File: config.mk
export PLATFORM = sky130hd
export DESIGN_NAME = irq_delivery_unit
export DESIGN_NICKNAME = d
export VERILOG_FILES = /design/src/rtl/irq_pkg.sv /design/src/rtl/irq_flag_store.sv /design/src/rtl/irq_pick.sv /design/src/rtl/irq_delivery_unit.sv
export SDC_FILE = /design/constraint.sdc
export NUM_CORES = 1
export LEC_CHECK = 0
export BUFFER_PORTS_ARGS = -buffer_cell sky130_fd_sc_hd__buf_2
export CORE_AREA = 5 5 42 44
export DETAILED_ROUTE_END_ITERATION = 10
export DIE_AREA = 0 0 47 49
export GPL_TIMING_DRIVEN = 0
export SYNTH_ARGS = -nofsm -noshare
export SYNTH_HDL_FRONTEND = slang
export SYNTH_SLANG_ARGS = --single-unit
File: constraint.sdc
create_clock -name clk -period 2.5 [get_ports clk]
set_input_delay 0.5 -clock clk [delete_from_list [all_inputs] [get_ports clk]]
set_output_delay 0.5 -clock clk [all_outputs]
set_load 0.02 [all_outputs]
File: src/rtl/irq_pkg.sv
package irq_pkg;

   typedef enum logic [1:0] {
      PICK_NONE = 2'd0,
      PICK_RST  = 2'd1,
      PICK_NMI  = 2'd2,
      PICK_LVL  = 2'd3
   } pick_e;

endpackage

File: src/rtl/irq_flag_store.sv
module irq_flag_store #(
   parameter int LEVEL_W = 6
) (
   input  logic               clk,
   input  logic               rst_n,
   input  logic               rst_req_set_i,
   input  logic               nmi_set_i,
   input  logic [LEVEL_W-1:0] lvl_set_i,
   input  logic               rst_req_clr_i,
   input  logic               nmi_clr_i,
   input  logic               lvl_clr_i,
   output logic               rst_req_pend_o,
   output logic               nmi_pend_o,
   output logic [LEVEL_W-1:0] lvl_pend_o
);

   logic rst_req_q;
   logic nmi_q;

   // set has priority over clear
   always_ff @(posedge clk) begin
      if (!rst_n) begin
         rst_req_q <= 1'b0;
         nmi_q     <= 1'b0;
      end else begin
         rst_req_q <= (rst_req_q & ~rst_req_clr_i) | rst_req_set_i;
         nmi_q     <= (nmi_q & ~nmi_clr_i) | nmi_set_i;
      end
   end

   for (genvar b = 0; b < LEVEL_W; b++) begin : g_lvl
      logic bit_q;
      always_ff @(posedge clk) begin
         if (!rst_n) bit_q <= 1'b0;
         else        bit_q <= (bit_q & ~lvl_clr_i) | lvl_set_i[b];
      end
      assign lvl_pend_o[b] = bit_q;
   end

   assign rst_req_pend_o = rst_req_q;
   assign nmi_pend_o     = nmi_q;


   nmi_set_wins_chk: assert property (@(posedge clk) disable iff (!rst_n)
      nmi_set_i |=> nmi_pend_o);


   rst_set_wins_chk: assert property (@(posedge clk) disable iff (!rst_n)
      rst_req_set_i |=> rst_req_pend_o);


   lvl_accum_chk: assert property (@(posedge clk) disable iff (!rst_n)
      (|lvl_set_i) |=> ((lvl_pend_o & $past(lvl_set_i)) == $past(lvl_set_i)));

endmodule

File: src/rtl/irq_pick.sv
module irq_pick
   import irq_pkg::*;
#(
   parameter int LEVEL_W = 6
) (
   input  logic               boundary_i,
   input  logic               rst_req_pend_i,
   input  logic               nmi_pend_i,
   input  logic [LEVEL_W-1:0] lvl_pend_i,
   input  logic               ie_i,
   input  logic [LEVEL_W-1:0] im_i,
   output pick_e              pick_o
);

   logic lvl_ok;

   assign lvl_ok = ie_i & (|(lvl_pend_i & im_i));

   always_comb begin
      pick_o = PICK_NONE;
      if (boundary_i) begin
         if (rst_req_pend_i)  pick_o = PICK_RST;
         else if (nmi_pend_i) pick_o = PICK_NMI;
         else if (lvl_ok)     pick_o = PICK_LVL;
      end
   end

endmodule

File: src/rtl/irq_delivery_unit.sv
module irq_delivery_unit
   import irq_pkg::*;
#(
   parameter int LEVEL_W = 6
) (
   input  logic               clk,
   input  logic               rst_n,
   input  logic               reset_req_i,
   input  logic               nmi_i,
   input  logic [LEVEL_W-1:0] level_i,
   input  logic               instr_done_i,
   input  logic               ie_cur_i,
   input  logic [LEVEL_W-1:0] im_i,
   output logic               nmi_reset_exc_o,
   output logic               int_exc_o
);

   if (LEVEL_W < 1 || LEVEL_W > 32) begin : g_bad_width
      $error("irq_delivery_unit: LEVEL_W must be 1..32");
   end

   logic               rst_req_pend;
   logic               nmi_pend;
   logic [LEVEL_W-1:0] lvl_pend;
   pick_e              pick;

   irq_flag_store #(.LEVEL_W(LEVEL_W)) u_store (
      .clk            (clk),
      .rst_n          (rst_n),
      .rst_req_set_i  (reset_req_i),
      .nmi_set_i      (nmi_i),
      .lvl_set_i      (level_i),
      .rst_req_clr_i  (pick == PICK_RST),
      .nmi_clr_i      (pick == PICK_NMI),
      .lvl_clr_i      (pick == PICK_LVL),
      .rst_req_pend_o (rst_req_pend),
      .nmi_pend_o     (nmi_pend),
      .lvl_pend_o     (lvl_pend)
   );

   irq_pick #(.LEVEL_W(LEVEL_W)) u_pick (
      .boundary_i     (instr_done_i),
      .rst_req_pend_i (rst_req_pend),
      .nmi_pend_i     (nmi_pend),
      .lvl_pend_i     (lvl_pend),
      .ie_i           (ie_cur_i),
      .im_i           (im_i),
      .pick_o         (pick)
   );

   assign nmi_reset_exc_o = (pick == PICK_RST) || (pick == PICK_NMI);
   assign int_exc_o       = (pick == PICK_LVL);


   excl_out_chk: assert property (@(posedge clk) disable iff (!rst_n)
      !(nmi_reset_exc_o && int_exc_o));


   boundary_only_chk: assert property (@(posedge clk) disable iff (!rst_n)
      !instr_done_i |-> !(nmi_reset_exc_o || int_exc_o));


   int_gate_chk: assert property (@(posedge clk) disable iff (!rst_n)
      int_exc_o |-> (ie_cur_i && (|(lvl_pend & im_i))));


   lvl_clear_all_chk: assert property (@(posedge clk) disable iff (!rst_n)
      int_exc_o |=> (lvl_pend == $past(level_i)));


   nmi_kept_chk: assert property (@(posedge clk) disable iff (!rst_n)
      (instr_done_i && rst_req_pend && nmi_pend) |=> nmi_pend);


   nmi_first_chk: assert property (@(posedge clk) disable iff (!rst_n)
      (nmi_pend && instr_done_i) |-> (nmi_reset_exc_o && !int_exc_o));

endmodule

### Word level (Yosys, flattened, before mapping)

Cells that the tools add are included.

| storage, ports and cells | value |
|---|---|
| register bits | 8 |
| bits of input ports | 18 |
| word-level logic and storage cells | 38 |

| operators by class | value |
|---|---|
| equal/unequal tests | 3 |
| mux-type cells | 4 |
| bitwise logic cells | 21 |
| reductions and logical operators | 2 |

Operators by type and width:

| kind | number |
|---|---|
| 1-bit AND | 9 |
| 2-bit two-way mux | 4 |
| 1-bit bitwise OR | 8 |
| 6-bit AND | 1 |
| 6-bit OR reduction | 1 |
| 2-bit equality test (second input constant) | 2 |
| 1-bit NOT | 3 |
| 2-bit by 1-bit equality test with 1-bit output (second input constant) | 1 |
| 1-bit logical OR | 1 |

### Logic depth before layout (Yosys ltp)

Gate-level depths: netlist (run 1).

| depth | value |
|---|---|
| depth after elaboration | 11 |
| mapped depth | 6 |
| gate-level depth less buffers | 6 |

### By module

From an unflattened synthesis (run 1), not the netlist that was laid out.

| second synthesis, totals | value |
|---|---|
| cell total of the unflattened synthesis | 48 |
| area, all modules | 437.9 um2 |

By module, submodules not included:

| module | instances | cells each | area each (um2) | seq. area each (um2) |
|---|---|---|---|---|
| irq_flag_store | 1 | 31 | 320.3 | 160.2 |
| irq_pick | 1 | 11 | 68.8 | 0.0 |
| irq_delivery_unit | 1 | 6 | 48.8 | 0.0 |

### Worst setup path before layout (run 1)

Ideal clock, no wire load.

| timing path | value |
|---|---|
| path type | in2out |
| start point | input im_i[3] |
| end point | output nmi_reset_exc_o |
| arrival | 1.369 ns |
| path slack | 0.631 ns |
| stages | 5 |
| path buffers | 0 |
| path through | a22oi_2 -> a31oi_1 -> o211a_1 -> ha_1 -> inv_1 |

| between the ends | value |
|---|---|
| cells in the longest elaborated chain, start to end | 9 |

Ends and longest elaborated chain:

| element | RTL line | source |
|---|---|---|
| from (decl) | irq_delivery_unit.sv:13 | `input logic [LEVEL_W-1:0] im_i,` |
| 6-bit AND (*) | irq_pick.sv:17 | `assign lvl_ok = ie_i & (\|(lvl_pend_i & im_i));` |
| 6-bit OR reduction (*) | irq_pick.sv:17 |  |
| 1-bit AND (*) | irq_pick.sv:17 |  |
| 2-bit two-way mux (*) | irq_pick.sv:24 | `else if (lvl_ok) pick_o = PICK_LVL;` |
| 2-bit two-way mux (*) | irq_pick.sv:23 | `else if (nmi_pend_i) pick_o = PICK_NMI;` |
| 2-bit two-way mux (*) | irq_pick.sv:22 | `if (rst_req_pend_i) pick_o = PICK_RST;` |
| 2-bit two-way mux (*) | irq_pick.sv:21 | `if (boundary_i) begin` |
| 2-bit by 1-bit equality test with 1-bit output or 2-bit equality test (tied branches) | irq_delivery_unit.sv:51 | `assign nmi_reset_exc_o = (pick == PICK_RST) \|\| (pick == PICK_NMI);` |
| 1-bit logical OR (*) | irq_delivery_unit.sv:51 |  |
| to (decl) | irq_delivery_unit.sv:14 | `output logic nmi_reset_exc_o,` |

Every way passes the cells marked *; elsewhere a longest branch is shown, timed or not.

### Worst setup path in the final report (run 1)

| timing path | value |
|---|---|
| start point | input im_i[4] |
| end point | output int_exc_o |

| between the ends | value |
|---|---|
| cells in the longest elaborated chain, start to end | 8 |

Ends and longest elaborated chain:

| element | RTL line | source |
|---|---|---|
| 6-bit AND | irq_pick.sv:17 |  |
| 6-bit OR reduction | irq_pick.sv:17 |  |
| 1-bit AND | irq_pick.sv:17 |  |
| 2-bit two-way mux | irq_pick.sv:24 |  |
| 2-bit two-way mux | irq_pick.sv:23 |  |
| 2-bit two-way mux | irq_pick.sv:22 |  |
| 2-bit two-way mux | irq_pick.sv:21 |  |
| 2-bit equality test | irq_delivery_unit.sv:52 | `assign int_exc_o = (pick == PICK_LVL);` |
| to (decl) | irq_delivery_unit.sv:15 | `output logic int_exc_o` |

Every way passes these cells.

==> results.md, run 1 <==
- Clock tree root driver cell: sky130_fd_sc_hd__clkbuf_4
- Peak Freq: 477.4 MHz
- Drt first pass iters: 4
- Static leakage power: 0.2609 nW
- Die boundary width: 47 um
- Hold Worst Slack: 0.4611 ns
- Maximum count of clock buffers along a single path: 2
- Setup Slack @ Placement: 0.3867 ns
- Number of hold buffers added after cts: 0
- Area of the core: 1401 sq um
- Number of top-level pins: 20
- Overall routing resource usage: 8.527%
- Non-filler instance count after layout: 77
- Final setup viols: 0
- Average wire per standard cell: 10.47 um
- Worst Slack Setup Final: 0.4053 ns
- Gate Count Post-Synth: 40
- HPWL after detailed placement: 671.3 um
- Register share of total power: 48.7%
- Vias in the first global route: 335
- Critical path class: in -> out
- Post-synthesis average cell area: 9.759 sq um
- Mapped Nets: 60
- Sum of overflow across all layers after global routing: 0
- Placed cell count: 74
- Count of nets left with antenna violations after detail routing: 0
- Worst clock skew: 0.001776 ns
- Sequential share of the synthesized area: 41.03%
- WL final: 806 um
- Required time worst endpoint: 2.00 ns
- Tcrit/Tclk final: 83.79%
- Crit path time final: 2.095 ns
- Max Cap Viol: 0
- IR drop worst, VDD: 0.2539 mV
- Endpoint class of the critical path: output pin
- Slew at the pin closest to its max-slew limit: 0.3536 ns
- Accumulated negative setup slack: 0 ns
- Chip Height: 49 um
- Result of the run: completed
- Switching power: 0.00007095 W
- Buffers on Ports: 18
- Via count normalized by instance count: 4.532
- Wire length of the first global-routing pass: 1338 um
- Clock insertion delay at the later pin of the skew report: 0.25 ns
- Total of warnings raised by yosys: 0
- Worst hold path class: in -> reg
- TritonCTS clock tree: built
- Count of standard-cell rows: 14
- Clock sinks: 8
- Combinational share of power: 19.4%
- Power density relative to cell area: 561.5 nW/um^2
- Hold violation total from the final report: 0
- Vias after detailed routing: 349
- Count of different cell masters after synthesis: 14
- Number of synthesized register bits: 8
- Fraction of layout cells with a size suffix above 1: 39.34%
- DRC violation count after routing: 0
- P&R area growth vs syn: 33.97%
- Total clock buffers created by CTS: 3
- Clock power share: 31.9%
- Count of buffers added by post-CTS timing repair for setup: 0
- Final-report max-slew violation count: 0
- Routability-driven placement congestion ratio: 0.6874
- Kind of launch point of the worst setup path: primary input
- RSZ-0062 raised after global routing: false
- Number of gates resized after CTS: 0
- Effective utilization at floorplan: 27.86%
- Drt initial violations: 6
- Nets: 83
- Initial antenna violation count: 0
- Maximum level of the CTS H-tree: 1
- Diode count: 0
- Post-CTS clock slew at the launch and capture registers of the worst setup and hold paths: 0.05 ns
- Switching part of the total power: 24.16%
- Crit-path max FO: 7
- Die Footprint: 2303 sq um
- Internal Power: 0.0002227 W
- Pin count of the biggest net entering global routing: 9
- Worst slew margin relative to its limit: 76.43%
- Syn Std Cell Area: 390.4 sq um
- Data arrival time at the worst-slack endpoint: 1.59 ns
-- path summary, 6_finish.rpt --
check / startpoint / to / slack (ns) / cells after the start
max: im_i[4] / int_exc_o / 0.41 / 6
min: level_i[1] / u_store.g_lvl[1].bit_q / 0.46 / 2
max reg2reg: u_store.g_lvl[4].bit_q / u_store.g_lvl[1].bit_q / 1.06 / 6
min reg2reg: u_store.g_lvl[4].bit_q / u_store.g_lvl[4].bit_q / 0.59 / 2
-- registers in the layout, indices dropped and copies added (netlist names) --
signal / cells
u_store.g_lvl.bit_q: 6
u_store.nmi_pend_o: 1
u_store.rst_req_pend_o: 1
-- cell usage in the layout (no fill, tap or decap), drive strengths merged --
master and n:
a22o 1, a22oi 4, a31oi 1, buf 18
clkbuf 4, dfxtp 8, ha 2, inv 3
nand2 1, nand3 1, nor2 2, nor2b 7
o211a 1, o21a 8
-- power by group through the flow --
stage                     registers [W]   logic, W  clock network (W)
after CTS                      0.000143  0.0000582          0.0000999
final                          0.000143  0.0000571          0.0000937
after global placement         0.000146  0.0000570                  0
after detailed placement       0.000146  0.0000580                  0
after global routing           0.000144  0.0000644           0.000108
after floorplan                0.000144  0.0000358                  0
-- cell usage after synthesis --
library cell	n	area share, %
sky130_fd_sc_hd__nand3_1	1	1.3
sky130_fd_sc_hd__o21a_1	8	15
sky130_fd_sc_hd__a31oi_1	1	1.6
sky130_fd_sc_hd__a22o_1	1	2.2
sky130_fd_sc_hd__nor2b_1	7	11
sky130_fd_sc_hd__nor2_1	2	1.9
sky130_fd_sc_hd__nand2_1	1	0.96
sky130_fd_sc_hd__inv_1	3	2.9
sky130_fd_sc_hd__a22oi_1	1	1.9
sky130_fd_sc_hd__clkbuf_1	1	0.96
sky130_fd_sc_hd__dfxtp_1	8	41
sky130_fd_sc_hd__ha_1	2	6.4
sky130_fd_sc_hd__a22oi_2	3	9.6
sky130_fd_sc_hd__o211a_1	1	2.6
-- critical path, stage by stage --
cell                      delay, ns
sky130_fd_sc_hd__buf_2         0.10
sky130_fd_sc_hd__a22oi_2       0.18
sky130_fd_sc_hd__a31oi_1       0.10
sky130_fd_sc_hd__o211a_1       0.24
sky130_fd_sc_hd__ha_1          0.28
sky130_fd_sc_hd__buf_2         0.20
-- area by class of cell --
cell class              instances  area, sq um
fillers                       156        878.3
multi-input cells              28        215.2
flip-flops and latches          8        160.2
repair buffers                 18        90.09
clock buffers                   3        22.52
well taps                      16        20.02
inverters                       3        11.26
plain buffers                   1        3.754
-- metal layers --
metal | track usage (%) | part of all wire (%)
met4 | 6.912 | 0
met2 | 10.18 | 45
met1 | 11.45 | 48
met3 | 3.321 | 6.9
met5 | 0 | 0
-- through the flow --
step                cell area [sq um]  util (%)   power, W
floorplan                       390.4         -  0.0001802
global placement                500.5     35.71  0.0002026
detailed placement              500.5     35.71  0.0002036
CTS                             523.0     37.32  0.0003010
global route                    523.0     37.32  0.0003169
finish                          523.0     37.32  0.0002937
-- logic make-up (layout without fill, tap and decap cells) --
| logic type | after synthesis | in the layout | synth area share [%] |
|---|---|---|---|
| AO/OA/AOI/OAI | 15 | 15 | 33.34 |
| adder cells (fa/ha/maj) | 2 | 2 | 6.409 |
| buffers and inverters | 4 | 25 | 3.845 |
| flip-flops | 8 | 8 | 41.02 |
| AND/OR/NAND/NOR | 11 | 11 | 15.38 |
Power figures use the tool's default switching activity.
==> run 2: changes to the inputs <==
Settings changed: ABC_AREA from default to 1.
Clock period 2.5 ns to 2 ns, I/O delays scaled along.
==> run 2 against run 1 <==
  * Sequential power increased by 24%
  * Core utilization down 1.2 points
  * Sequential cell count unchanged
  * Synthesized area shrank 6.4%
  * Critical path type is now reg -> out
  * Largest power group unchanged
==> results.md, run 2 <==
- Result of the run: completed
- Count of standard-cell rows: 14 (unchanged)
- Flip-flop count of the largest register after layout: 6 (unchanged)
- Count of different cell masters after synthesis: 10 (-4)
- Number of buffer and inverter instances along the worst setup path: 2 (unchanged)
- Post-CTS clock slew at the launch and capture registers of the worst setup and hold paths: 0.05 ns (about the same)
- TritonCTS clock tree: built
- Yosys top cell by area: sky130_fd_sc_hd__dfxtp_1
- Critical Path Most Common Cell: sky130_fd_sc_hd__nand2_1
- Commonest non-fill, non-tap cell in the layout: sky130_fd_sc_hd__buf_2
- DRC violation count after routing: 0 (unchanged)
- Data arrival time at the worst-slack endpoint: 1.45 ns (-0.14 ns)
- Top library cells by usage in the layout, fill and taps aside: sky130_fd_sc_hd__buf_2, sky130_fd_sc_hd__nand2_1, sky130_fd_sc_hd__nor2_1, sky130_fd_sc_hd__a21oi_1, sky130_fd_sc_hd__dfxtp_1
- Number of hold buffers added after cts: 0 (unchanged)
- Die boundary width: 47 um (unchanged)
- Top area cells in the synthesized netlist: sky130_fd_sc_hd__dfxtp_1, sky130_fd_sc_hd__nand2_1, sky130_fd_sc_hd__a21oi_1
- Worst reg2reg path depth: 10 (+4)
- Crit-path max FO: 2 (-5)
- Cell-by-cell listing of the critical path: nand2_1, nand2_1, nor2_2, nand2_2, nand2_1, a21oi_2, ha_1, inv_1, buf_2
- Sum of overflow across all layers after global routing: 0 (unchanged)
- Drt initial violations: 1 (-5)
- Clock sinks: 8 (unchanged)
- Critical path class: reg -> out
- Count of nets left with antenna violations after detail routing: 0 (unchanged)
- Most common flop cell mapped by yosys: sky130_fd_sc_hd__dfxtp_1
- Initial antenna violation count: 0 (unchanged)
- Sequential share of the synthesized area: 43.84% (+2.8 points)
- Final-report max-slew violation count: 0 (unchanged)
- Clock tree root driver cell: sky130_fd_sc_hd__clkbuf_4
- Worst Hold Depth: 3 (+1)
- FFs w/ async S/R, synth: 0% (unchanged)
- Average wire per standard cell: 8.378 um (-20%)
- Largest register by flop count: u_store.g_lvl.bit_q
- Slew at the pin closest to its max-slew limit: 0.2582 ns (-0.09540 ns)
- Total of warnings raised by yosys: 0 (unchanged)
- Number of top-level pins: 20 (unchanged)
- Vias in the first global route: 316 (-5.7%)
- Clock insertion delay at the later pin of the skew report: 0.25 ns (about the same)
- Worst clock skew: 0.003145 ns (+0.001369 ns)
- Power density relative to cell area: 720.8 nW/um^2 (+28%)
- Syn Std Cell Area: 365.4 sq um (-6.4%)
- Worst slew margin relative to its limit: 82.77% (+6.3 points)
- Number of logic stages on the critical path including buffering: 9 (+3)
- Gate Count Post-Synth: 52 (+30%)
- Static leakage power: 0.2827 nW (+8.4%)
- Buffers on Ports: 19 (+1)
- Fraction of layout cells with a size suffix above 1: 39.19% (-0.16 points)
- Diode count: 0 (unchanged)
- Chip Height: 49 um (unchanged)
- Nets: 96 (+16%)
- Area of the core: 1401 sq um (unchanged)
- Critical Path Max Stage Delay: 0.33 ns (+0.05 ns)
- Fin area: 506.7 sq um (-3.1%)
- Placed cell count: 87 (+18%)
- Cell with the most instances after synthesis: sky130_fd_sc_hd__nand2_1
- Worst hold path class: in -> reg
- Maximum level of the CTS H-tree: 1 (unchanged)
- HPWL after detailed placement: 613.7 um (-8.6%)
- R2R setup slack: 0.67 ns (-0.39 ns)
- Hold Worst Slack: 0.3549 ns (-0.1063 ns)
- Final setup viols: 0 (unchanged)
- RSZ-0062 raised after global routing: false
- Kind of launch point of the worst setup path: flip-flop
- Vias after detailed routing: 359 (+2.9%)
- Total clock buffers created by CTS: 3 (unchanged)
- Required time worst endpoint: 1.60 ns (-0.40 ns)
- Wire length of the first global-routing pass: 1262 um (-5.7%)
- Post-synthesis average cell area: 7.026 sq um (-28%)
- Pin count of the biggest net entering global routing: 9 (unchanged)
- Endpoint class of the critical path: output pin
- Number of flops mapped to enable cells by yosys: 0 (unchanged)
- Die Footprint: 2303 sq um (unchanged)
- Maximum count of clock buffers along a single path: 2 (unchanged)
- Mapped Nets: 72 (+20%)
- P&R area growth vs syn: 38.70%
- Number of gates resized after CTS: 0 (unchanged)
- Kind of cell with the highest combined delay on the critical path: flip-flops
- IR drop worst, VDD: 0.3555 mV (+40%)
- Hold violation total from the final report: 0 (unchanged)
- Overall routing resource usage: 7.470% (-1.1 points)
- Slowest library cell on the worst path: sky130_fd_sc_hd__dfxtp_1
- WL final: 754 um (-6.5%)
- Area after DPL: 480.5 sq um (-4.0%)
- Drt first pass iters: 2 (-2)
- Via count normalized by instance count: 3.989 (-12%)
- Top-area cell type share of the netlist area: 43.84% (+2.8 points)
- Commonest cells in the synthesized netlist: sky130_fd_sc_hd__nand2_1, sky130_fd_sc_hd__nor2_1, sky130_fd_sc_hd__a21oi_1, sky130_fd_sc_hd__dfxtp_1, sky130_fd_sc_hd__inv_1
- Count of buffers added by post-CTS timing repair for setup: 0 (unchanged)
- Accumulated negative setup slack: 0 ns (unchanged)
- Effective utilization at floorplan: 26.07% (-1.8 points)
- Routability-driven placement congestion ratio: 0.6503 (-5.4%)
- Total chip power: 0.0003652 W (+24%)
- Tcrit/Tclk final: 92.74%
- Non-filler instance count after layout: 90 (+17%)
- Crit path time final: 1.855 ns
- Number of synthesized register bits: 8 (unchanged)
- Max Cap Viol: 0 (unchanged)
- Peak Freq: 539.1 MHz
[run 2: layout make-up]
cell class / instances / area, sq um
fillers: 163 / 894.6
well taps: 16 / 20.02
clock buffers: 3 / 22.52
multi-input cells: 37 / 182.7
inverters: 7 / 26.28
repair buffers: 19 / 95.09
flip-flops and latches: 8 / 160.2
[run 2: power by group]
group	leakage (nW)	internal (W)	total [W]	switching, W
clock	0.0138	0.0000684	0.000120	0.0000514
sequential	0.0671	0.000171	0.000177	0.00000526
combinational	0.202	0.0000316	0.0000687	0.0000371
total	0.283	0.000271	0.000365	0.0000938
[run 2: logic make-up (layout without fill, tap and decap cells)]
kind of cell / count (synthesis) / in the layout / synth area share (%)
flip-flops: 8 / 8 / 43.83
AO/OA/AOI/OAI: 9 / 9 / 12.33
AND/OR/NAND/NOR: 26 / 26 / 29.80
adder cells (fa/ha/maj): 2 / 2 / 6.848
buffers and inverters: 7 / 29 / 7.190
[run 2: final timing paths]
kind | from | endpoint
min reg2reg | u_store.g_lvl[2].bit_q | u_store.g_lvl[2].bit_q
max reg2reg | u_store.g_lvl[1].bit_q | u_store.g_lvl[4].bit_q
min | level_i[5] | u_store.g_lvl[5].bit_q
max | u_store.g_lvl[1].bit_q | nmi_reset_exc_o
[run 2: metal layers]
layer | up-vias | wire, um | global-route usage (%)
li1 | 204 | - | -
met2 | 13 | 321 | 9.502
met4 | 0 | 0 | 4.147
met1 | 142 | 335 | 10.35
met3 | 0 | 97 | 2.952
met5 | - | 0 | 0
[run 2: worst register-to-register path: cells and delay by family, from the launching register on]
kind,cells,cell delay (ns)
compound gates,2,0.27
flops,1,0.33
simple gates,6,0.33
fa+ha+maj,1,0.20
buf+inv,1,0.08
[run 2: metrics by stage]
| step | worst slack [ns] | util [%] |
|---|---|---|
| 6_report | 0.1451 | 36.16 |
| 5_1_grt | 0.002740 | 36.16 |
| 4_1_cts | 0.07062 | 35.89 |
| 3_5_place_dp | 0.1877 | 34.29 |
| 3_3_place_gp | 0.2041 | 34.29 |
| 2_1_floorplan | 0.4178 | - |
